`src/rtl/prio_pkg.sv`:
```
package prio_pkg;

  // mode flags that shape the effective in-service set
  typedef struct packed {
    logic spec_mask;
    logic nest;
    logic master;
  } prio_mode_t;

endpackage

```
`src/rtl/prio_rotate.sv`:
```
// Rotates a vector right by an offset so that bit p of the result is
// bit (p + off) mod N of the input.
module prio_rotate #(
  parameter int N = 8,
  localparam int OW = $clog2(N)
) (
  input  logic [N-1:0]  vec_i,
  input  logic [OW-1:0] off_i,
  output logic [N-1:0]  rot_o
);

  logic [2*N-1:0] doubled;
  logic [2*N-1:0] shifted;

  assign doubled = {vec_i, vec_i};
  assign shifted = doubled >> off_i;
  assign rot_o   = shifted[N-1:0];

endmodule

```
`src/rtl/prio_ffs.sv`:
```
// Finds the lowest set bit. Returns N when no bit is set.
module prio_ffs #(
  parameter int N = 8,
  localparam int PW = $clog2(N) + 1
) (
  input  logic [N-1:0]  vec_i,
  output logic [PW-1:0] pos_o
);

  always_comb begin
    pos_o = PW'(N);
    for (int i = N - 1; i >= 0; i--) begin
      if (vec_i[i]) pos_o = PW'(i);
    end
  end

endmodule

```
`src/rtl/prio_resolver.sv`:
```
module prio_resolver #(
  parameter int NLINES    = 8,
  parameter int CASC_LINE = 2,
  localparam int LW = $clog2(NLINES),
  localparam int PW = LW + 1
) (
  input  logic              clk,
  input  logic              rst_n,
  input  logic [NLINES-1:0] req_i,
  input  logic [NLINES-1:0] mask_i,
  input  logic [NLINES-1:0] isr_i,
  input  logic [LW-1:0]     rot_i,
  input  logic              spec_mask_i,
  input  logic              nest_i,
  input  logic              master_i,
  output logic              irq_o,
  output logic [LW-1:0]     line_o
);
  import prio_pkg::*;

  localparam logic [NLINES-1:0] CASC_BIT = NLINES'(1) << CASC_LINE;

  prio_mode_t        mode;
  logic [NLINES-1:0] cand_vec;
  logic [NLINES-1:0] isr_eff;
  logic [NLINES-1:0] cand_rot;
  logic [NLINES-1:0] isr_rot;
  logic [PW-1:0]     cand_pos;
  logic [PW-1:0]     cur_pos;
  logic              raise_d;
  logic [LW-1:0]     line_d;
  logic              irq_q;
  logic [LW-1:0]     line_q;

  assign mode = '{spec_mask: spec_mask_i, nest: nest_i, master: master_i};

  // qualify requests and shape the in-service set
  always_comb begin
    cand_vec = req_i & ~mask_i;
    isr_eff  = isr_i;
    if (mode.spec_mask) isr_eff = isr_eff & ~mask_i;
    if (mode.nest && mode.master) isr_eff = isr_eff & ~CASC_BIT;
  end

  prio_rotate #(.N(NLINES)) i_rot_cand (
    .vec_i (cand_vec),
    .off_i (rot_i),
    .rot_o (cand_rot)
  );

  prio_rotate #(.N(NLINES)) i_rot_isr (
    .vec_i (isr_eff),
    .off_i (rot_i),
    .rot_o (isr_rot)
  );

  prio_ffs #(.N(NLINES)) i_ffs_cand (
    .vec_i (cand_rot),
    .pos_o (cand_pos)
  );

  prio_ffs #(.N(NLINES)) i_ffs_isr (
    .vec_i (isr_rot),
    .pos_o (cur_pos)
  );

  // next-state: grant only on strict outranking; map position back to a line
  always_comb begin
    raise_d = (cand_pos < cur_pos);
    line_d  = cand_pos[LW-1:0] + rot_i;
  end

  // register stage; the line register is enabled only by a grant
  always_ff @(posedge clk or negedge rst_n) begin
    if (!rst_n) begin
      irq_q  <= 1'b0;
      line_q <= '0;
    end else begin
      irq_q <= raise_d;
      if (raise_d) line_q <= line_d;
    end
  end

  assign irq_o  = irq_q;
  assign line_o = line_q;

endmodule

```
`config.mk`:
```
export PLATFORM = sky130hd
export DESIGN_NAME = prio_resolver
export DESIGN_NICKNAME = d
export VERILOG_FILES = /design/src/rtl/prio_pkg.sv /design/src/rtl/prio_rotate.sv /design/src/rtl/prio_ffs.sv /design/src/rtl/prio_resolver.sv
export SDC_FILE = /design/constraint.sdc
export NUM_CORES = 1
export LEC_CHECK = 0
export ABC_AREA = 1
export BUFFER_PORTS_ARGS = -buffer_cell sky130_fd_sc_hd__buf_2
export CORE_MARGIN = 4
export CORE_UTILIZATION = 48
export DETAILED_ROUTE_END_ITERATION = 6
export GPL_ROUTABILITY_DRIVEN = 0
export PLACE_DENSITY = 0.8
export RECOVER_POWER = 50
export SLEW_MARGIN = 20
export SYNTH_ARGS = -nofsm -noshare
export SYNTH_HDL_FRONTEND = slang
export SYNTH_SLANG_ARGS = --single-unit
```
`constraint.sdc`:
```
create_clock -name clk -period 0.8 [get_ports clk]
set_clock_uncertainty 0.1 [all_clocks]
set_input_delay 0.08 -clock clk [delete_from_list [all_inputs] [get_ports clk]]
set_output_delay 0.08 -clock clk [all_outputs]
set_load 0.02 [all_outputs]
```
# Word-level counts from Yosys, hierarchy flattened
# Cells that the tools add are included.
# classes
add_sub_neg	1
div	0
reduce_logical	1
bitwise_logic	3
eq_ne	0
magnitude_cmp	1
mul	0
n_mux	18
n_shift	2
# ops
cell	count
$mux W4	16
$shr A16 B3 Y8	2
$and A8 B8 Y8	2
$mux W8	1
$not A8 Y8	1
$lt A4 B4 Y1	1
$add A3 B3 Y3	1
$mux W3	1
$logic_and A1 B1 Y1	1
# totals
out_inout_bits	4
input_bits	32
latchBits	0
romBits	0
memories	0
mem_bits_rw	0
word_cells	28
ff_bits	4

# Depth between registers and ports, before layout
# Gate-level depths: netlist of the first run.
# depth
depth_word	14
ltp_mapped	23
mapped_depth_nobuf	22

# By module
# Synthesis of the first run repeated with hierarchy kept, for this count alone.
# hier_totals
hier_cells	238
hier_area_um2	1326.3
# by_module_without_submodules
module	instances	area_each_um2	seq_area_each_um2	cells_per_inst
prio_rotate	2	336.6	0.0	62
prio_resolver	1	450.4	100.1	72
prio_ffs	2	101.3	0.0	21

# Least setup slack after synthesis of the first run
# OpenSTA, ideal clock, no wires.
# synth_timing
kind	in2reg
from	in rot_i[0]
to	reg line_q[2], in the netlist line_o[2]
setup_time_ns	0.117
path_slack_ns	-1.466
stages	23
required_time_ns	0.583
n_path_buf	2
arrival_ns	2.049
cell_sequence	buf_6 -> inv_6 -> buf_12 -> nand3_4 -> nand3_2 -> nand3_1 -> nand2_1 -> nand2_1 -> nand2_1 -> nand2_1 -> nand2_1 -> nand2_1 -> nand2_1 -> nand2_2 -> inv_1 -> ha_1 -> inv_1 -> fa_1 -> xnor2_1 -> xor2_1 -> inv_1 -> nand3_1 -> nand2_1
# synth_via
elab_chain_cells	10
elab_cells_between_ends	20
cone_classes	1 x add/sub; 1 x order compare; 2 x shift; 16 x mux
# synth_rtl
item	line	text
start: declaration	prio_resolver.sv:12	input logic [LW-1:0] rot_i,
$shr A16 B3 Y8	prio_rotate.sv:16	assign shifted = doubled >> off_i;
$mux W4 (8 in series)	prio_ffs.sv:13	if (vec_i[i]) pos_o = PW'(i);
$lt A4 B4 Y1 / $add A3 B3 Y3 (equally long branches)	prio_resolver.sv:69, prio_resolver.sv:70	
end signal: assignment	prio_resolver.sv:80	if (raise_d) line_q <= line_d;
end: declaration	prio_resolver.sv:33	logic [LW-1:0] line_q;
# Parallel ways exist; a longest one is shown, timed or not.
# A chain may end at the register's enable or synchronous reset.

# Final worst setup path of the first run
# Ends and elaborated chain as after synthesis.

==> results of run 1 <==
## layout by cell type (no fill, tap or decap), types with 5 or more instances in the layout
| cell | synthesis | routed |
|---|---|---|
| sky130_fd_sc_hd__nand2_1 | 75 | 73 |
| sky130_fd_sc_hd__nand3_1 | 49 | 45 |
| sky130_fd_sc_hd__buf_4 | 2 | 35 |
| sky130_fd_sc_hd__buf_2 | 2 | 28 |
| sky130_fd_sc_hd__inv_1 | 26 | 23 |
| sky130_fd_sc_hd__nand3_2 | 11 | 14 |
| sky130_fd_sc_hd__nand2_2 | 6 | 8 |
| sky130_fd_sc_hd__nor2_1 | 7 | 7 |
| sky130_fd_sc_hd__inv_2 | 3 | 5 |
| sky130_fd_sc_hd__o21ai_1 | 6 | 5 |
## through the flow
| stage | instance area, um^2 | total power, W | utilization |
|---|---|---|---|
| 2_1_floorplan | 1375 | 0.001356 | - |
| 3_3_place_gp | 1718 | 0.001767 | 0.6811 |
| 3_5_place_dp | 1718 | 0.001786 | 0.6811 |
| 4_1_cts | 1854 | 0.002298 | 0.7351 |
| 5_1_grt | 1871 | 0.002593 | 0.7416 |
| 6_report | 1871 | 0.002367 | 0.7416 |
## routing by layer
layer	GRT usage	wire length [um]	vias to the layer above
met5	0	0	-
met4	0.07278	58	0
met3	0.03672	162	6
met2	0.4028	1849	44
met1	0.2874	1574	729
li1	-	-	882
## sequential cells by signal, indices dropped and copies added (netlist names)
register and count:
irq_o 1, line_o 3
## cells by family after synthesis
kind of cell	Yosys count	share of synthesized area
AND/OR/NAND/NOR	158	0.6096
buffers and inverters	39	0.1538
AO/OA/AOI/OAI	20	0.09231
adder cells (fa/ha/maj)	5	0.05385
flip-flops	4	0.07693
XOR/XNOR	2	0.01346
## worst max-delay path, delay by kind of cell
kind	cells	cell delay [ps]
adder cells (fa/ha/maj)	2	470
AND/OR/NAND/NOR	13	770
XOR/XNOR	2	300
buffers and inverters	6	460
## area by class of cell
class                           count  share of cell area
Clock buffer                        3             0.01204
Inverter                           30             0.06555
Multi-Input combinational cell    185              0.5913
Sequential cell                     4             0.05351
Tap cell                           30             0.02007
Timing Repair Buffer               70              0.2575
## power by group through the flow
stage | sequential, W | clock [W] | combinational (W)
3_3_place_gp | 0.000339 | 0 | 0.00143
3_5_place_dp | 0.000341 | 0 | 0.00144
2_1_floorplan | 0.000467 | 0 | 0.000890
6_report | 0.000370 | 0.000269 | 0.00173
5_1_grt | 0.000379 | 0.000280 | 0.00193
4_1_cts | 0.000362 | 0.000271 | 0.00166
## worst max path at each step
stage                     startpoint        end  slack [ps]  cells past startpoint
after floorplan             rot_i[0]  line_o[2]       -1400                     23
after global placement      rot_i[0]  line_o[2]       -1630                     21
after detailed placement    rot_i[0]  line_o[2]       -1680                     21
after CTS                   rot_i[0]  line_o[2]       -1240                     23
after global routing       mask_i[6]  line_o[2]       -1480                     22
final                       rot_i[0]  line_o[2]       -1260                     23
## what timing repair did
item | 4_1_cts | 5_1_grt
endpoints found under the setup margin | 8 | 8
hold buffers | 1 | 0
pin swaps | 6 | 0
buffers inserted | 3 | 1
resized for setup | 20 | 2
hold endpoints to repair | 4 | 0
==> run summary, run 1 <==
• finished, violations left — outcome
• negative setup slack — failing checks
• 1106 um^2 — area of the multi-input gates
• 277.1 ps — transition at the pin with the smallest max-transition slack
• 0.001086 W — net load switching power
• sky130_fd_sc_hd__nand2_1 (75), sky130_fd_sc_hd__nand3_1 (49), sky130_fd_sc_hd__inv_1 (26), sky130_fd_sc_hd__nand3_2 (11), sky130_fd_sc_hd__nor2_1 (7) — commonest cells in the netlist
• 2100 ps — data arrival time at the worst-slack endpoint
• 0.5159 — starting utilization of the core area
• 5.158 — post-DR vias/cell
• 1.042 nW — static power due to leakage
• 0 — pins over their slew limit
• 35 — Port-buffer cells
• sky130_fd_sc_hd__nand2_1 — dominant cell type by area after synthesis
• 0.2312 — all-layer global routing usage
• 486.2 MHz — maximum clock rate
• 3 — count of cells along the worst register-to-register path
• 12 — maximum number of pins on one net before global-route repair
• 314 — number of cells in the design after placement
• 100.1 um^2 — Sequential Area
• -40 ps — Worst R2R Setup Slack
• 60.07 um — die boundary width
• 4 — # clock sinks
• 0 — residual overflow from global routing
• 350 ps — Worst path max stage delay
• 40 ps — Clock transition at path regs
• 0.8142 — Slew headroom
• 8 — setup violators final
• 1301 um^2 — Netlist Area Pre-Place
• 0.4589 — share of total power consumed by net switching
• in -> async — class of the tightest hold or removal check
• 0.2163 — share of the synthesized area in the top cell type
• 3608 um^2 — die area
• line_o[2] — reg-to-reg startpoint
• 4 — register bit total from synthesis
• buf_12 > inv_8 > buf_4 > nand3_4 > nand3_2 > nand3_2 > nand2_1 > nand2_1 > nand2_1 > nand2_1 > nand2_1 > nand2_1 > nand2_1 > nand2_2 > inv_2 > ha_4 > inv_2 > fa_2 > xnor2_2 > xor2_1 > inv_1 > nand3_1 > nand2_1 — cells along the critical path
• 3 — total clock buffers created by CTS
• in -> reg — kind of critical path
• -1257 ps — PnR worst setup slack
• register — kind of end point of the critical path
• 0.3973 — share of cells above drive strength 1
• 0 — Post-synth EDFFs
• done — CTS tree
• 1,661 — vias after detailed routing
• 0.001281 W — cell internal pwr
• 0 — max-cap viol count
• 2902 um — HPWL after detailed placement
• 250 ps — clock latency at the later pin of the worst-skew pair
• 6458 um — global-route wire length before repair
• 33 — unique cell type count in the Yosys netlist
• 1 — number of H-tree levels
• sky130_fd_sc_hd__dfrtp_1 — most instantiated flip-flop cell in the synthesis netlist
• 1.000 — ys async rst share
• 2522 um^2 — Core Region
• 2057 ps — min Tclk post-route
• true — setup repair after global routing missed its margin
• 840 ps — Data required, critical path
• 18 — row count
• 1,551 — vias in the first global route
• 0 — initial antenna violation count
• sky130_fd_sc_hd__nand2_1 (22%), sky130_fd_sc_hd__nand3_1 (19%), sky130_fd_sc_hd__nand3_2 (8.5%), sky130_fd_sc_hd__dfrtp_1 (7.7%), sky130_fd_sc_hd__inv_1 (7.5%) — biggest area contributors in the synthesized netlist
• 43.75% — Area growth syn-to-layout
• 0 — Ys Warns
• -1682 ps — worst setup timing slack at the placement stage
• 2.571 — fin crit share
• 0.156 — share of power burned in registers
• input port — Worst setup SP type
• 0.114 — share of total power in the clock network
• 0 — number of hold-slack violations in the final timing report
• sky130_fd_sc_hd__fa_2 — Crit-path slowest cell
• 5.707 um^2 — average footprint of a synthesized cell
• 228 — Post-Synthesis Cells
• sky130_fd_sc_hd__nand2_1 — most frequent cell on the critical path
• 0 — remaining antenna violation count after routing
• -5149 ps — final total negative setup slack
• 1.930 mV — VDD IR max
• 0.07692 — Seq/Total Area, Yosys
• 265 — Post-Synthesis Net Count
• 4 — Pre-antenna DRT Iters
• sky130_fd_sc_hd__nand2_1 — count leader, synth
• line_o[2] — R2R Path End
• sky130_fd_sc_hd__clkbuf_4 — Clock Tree Root
• 3645 um — aggregate routed wire length
• 0 — remaining design rule violation count
• 331 — Final #Nets
• 11.32 um — Wirelength per Cell
• 97 — DR iter-0 viols
• 322 — count of placed standard cells in the final layout, fillers left out
• 11 — Worst Path Max Fanout
• 95.66 ps — hold slack final
• 36 — number of top-level pins
• 0.730 — fraction of power consumed by combinational cells
• 2 — buffers from clock root to sink, at most
• 0 — # diodes
• 1266 nW/um^2 — Power Dens Cells
• 216 — filler instances
• 60.07 um — die boundary height
Power figures use the tool's default switching activity.
==> run 2, diff against run 1 <==
--- a/config.mk
+++ b/config.mk
@@ -7,6 +7,7 @@
 export LEC_CHECK = 0
 export ABC_AREA = 1
 export BUFFER_PORTS_ARGS = -buffer_cell sky130_fd_sc_hd__buf_2
+export CORE_ASPECT_RATIO = 1.75
 export CORE_MARGIN = 4
 export CORE_UTILIZATION = 48
 export DETAILED_ROUTE_END_ITERATION = 6
==> run summary, run 2 (synthesized netlist as in run 1, its figures left out) <==
• finished, violations left — outcome
• negative setup slack — failing checks
• 4 — Pre-antenna DRT Iters, unchanged
• 2270 ps — data arrival time at the worst-slack endpoint, +170 ps
• 4 — # clock sinks, unchanged
• 442.4 MHz — maximum clock rate, -9.0%
• 0 — remaining design rule violation count, unchanged
• 2 — buffers from clock root to sink, at most, unchanged
• 3282 um — HPWL after detailed placement, +13%
• 58.65% — Area growth syn-to-layout
• 4820 um — aggregate routed wire length, +32%
• 1,889 — vias after detailed routing, +14%
• 3 — total clock buffers created by CTS, unchanged
• 0.4495 — share of total power consumed by net switching, -0.009444
• 0 — remaining antenna violation count after routing, unchanged
• 47.36 um — die boundary width, -21%
• 1 — number of H-tree levels, unchanged
• 2552 um^2 — Core Region, +1.2%
• 76.88 um — die boundary height, +28%
• 0.701 — fraction of power consumed by combinational cells, -0.029
• 0.9715 mV — VDD IR max, -50%
• 2.826 — fin crit share, +0.2549
• 30 ps — Clock transition at path regs, about the same
• 1297 nW/um^2 — Power Dens Cells, +2.5%
• true — setup repair after global routing missed its margin
• 2261 ps — min Tclk post-route, +203.9 ps
• 220 ps — clock latency at the later pin of the worst-skew pair, -30 ps
• 8 — Worst Path Max Fanout, -3
• 810 ps — Data required, critical path, -30 ps
• sky130_fd_sc_hd__nand2_1 (73), sky130_fd_sc_hd__nand3_2 (31), sky130_fd_sc_hd__buf_4 (31) — commonest non-fill, non-tap cells in the layout
• 0.002679 W — overall power consumption, +13%
• 0 — number of hold-slack violations in the final timing report, unchanged
• sky130_fd_sc_hd__nand2_1 — most common cell after layout, fill and taps aside
• 35 — Port-buffer cells, unchanged
• register — kind of end point of the critical path
• 262.4 ps — transition at the pin with the smallest max-transition slack, -14.76 ps
• 15.11 um — Wirelength per Cell, +33%
• 5.922 — post-DR vias/cell, +15%
• 1.114 nW — static power due to leakage, +6.9%
• sky130_fd_sc_hd__clkbuf_8 — Clock Tree Root
• 0.8243 — Slew headroom, +0.01003
• in -> reg — kind of critical path
• 36 — number of top-level pins, unchanged
• -1742 ps — worst setup timing slack at the placement stage, -59.89 ps
• 0.2489 — all-layer global routing usage, +0.01767
• 12 — maximum number of pins on one net before global-route repair, unchanged
• 3 — number of flip-flops under the largest register name, unchanged
• 83 — DR iter-0 viols, -14%
• 0 — max-cap viol count, unchanged
• 0.4881 — share of cells above drive strength 1, +0.09079
• 24 — row count, +6
• 332 — Final #Nets, +0.30%
• 0 — # diodes, unchanged
• -1461 ps — PnR worst setup slack, -203.9 ps
• 0.5098 — starting utilization of the core area, -0.006069
• 0.136 — share of power burned in registers, -0.020
• input port — Worst setup SP type
• 8 — setup violators final, unchanged
• 1,751 — vias in the first global route, +13%
• 6975 um — global-route wire length before repair, +8.0%
• 0 — pins over their slew limit, unchanged
• 0 — residual overflow from global routing, unchanged
• 0.001475 W — cell internal pwr, +15%
• in -> async — class of the tightest hold or removal check
• 0.001204 W — net load switching power, +11%
• done — CTS tree
• 3641 um^2 — die area, +0.91%
• 0.163 — share of total power in the clock network, +0.049
• 0 — initial antenna violation count, unchanged
==> run 2: path summary, 6_finish.rpt <==
kind / startpoint / cells after the start / endpoint / slack, ps
max in group asynchronous: rst_n / 2 / line_o[2] / 300
hold reg to reg: line_o[2] / 2 / line_o[2] / 400
hold / removal: rst_n / 2 / irq_o / 120
setup reg to reg: line_o[1] / 3 / line_o[1] / -50
min in group clk: rot_i[0] / 5 / line_o[0] / 290
setup / recovery: rot_i[0] / 23 / line_o[2] / -1460
==> run 2: critical path, stage by stage <==
cell	delay (ps)
sky130_fd_sc_hd__buf_12	110
sky130_fd_sc_hd__clkinv_8	80
sky130_fd_sc_hd__nand3_2	100
sky130_fd_sc_hd__nand3_2	90
sky130_fd_sc_hd__nand2_1	90
sky130_fd_sc_hd__nand2_1	50
sky130_fd_sc_hd__nand2_1	100
sky130_fd_sc_hd__nand2_1	70
sky130_fd_sc_hd__nand2_1	70
sky130_fd_sc_hd__nand2_1	90
sky130_fd_sc_hd__nand2_1	80
sky130_fd_sc_hd__nand2_1	50
sky130_fd_sc_hd__nand2_1	80
sky130_fd_sc_hd__nand2_2	60
sky130_fd_sc_hd__inv_2	70
sky130_fd_sc_hd__ha_4	120
sky130_fd_sc_hd__inv_2	40
sky130_fd_sc_hd__fa_2	370
sky130_fd_sc_hd__xnor2_2	170
sky130_fd_sc_hd__xor2_1	160
sky130_fd_sc_hd__inv_1	70
sky130_fd_sc_hd__nand3_2	50
sky130_fd_sc_hd__nand2_1	50
==> run 2: power groups by stage <==
| stage | clock [W] | combinational [W] | sequential (W) |
|---|---|---|---|
| floorplan | 0 | 0.000890 | 0.000467 |
| global placement | 0 | 0.00146 | 0.000336 |
| detailed placement | 0 | 0.00150 | 0.000341 |
| CTS | 0.000428 | 0.00171 | 0.000356 |
| global route | 0.000464 | 0.00206 | 0.000381 |
| finish | 0.000435 | 0.00188 | 0.000364 |
==> run 2: cell type report <==
cell class | count | area, um^2
inverter | 30 | 130.1
timing repair buffer | 71 | 539.3
sequential | 4 | 100.1
fill | 164 | 488.0
tap | 26 | 32.53
multi-input combinational | 185 | 1221
clock buffer | 3 | 41.29
==> run 2: layer usage <==
metal | routed length [um] | vias up | track usage
met1 | 1470 | 863 | 0.2278
li1 | - | 879 | -
met2 | 2750 | 108 | 0.4839
met5 | 0 | - | 0
met3 | 295 | 39 | 0.01874
met4 | 303 | 0 | 0.1163
==> run 2: per-stage QoR <==
stage	util	instance area, um^2	instances	hold WS, ps	TNS [ps]
floorplan	-	1375	228	-315.6	-4978
global route	0.8088	2064	319	142.2	-6424
global placement	0.6779	1730	309	-214.9	-6361
detailed placement	0.6779	1730	309	-211.9	-6672
finish	0.8088	2064	319	117.0	-5609
CTS	0.7471	1907	316	102.5	-5062
==> run 2: repair_timing <==
| action | CTS | global route |
|---|---|---|
| cloned | 0 | 1 |
| hold endpoints to repair | 4 | 0 |
| hold buffers | 1 | 0 |
| setup endpoints to repair | 8 | 8 |
| setup buffers | 3 | 3 |
| resized for setup | 28 | 28 |
| pin swaps | 10 | 13 |
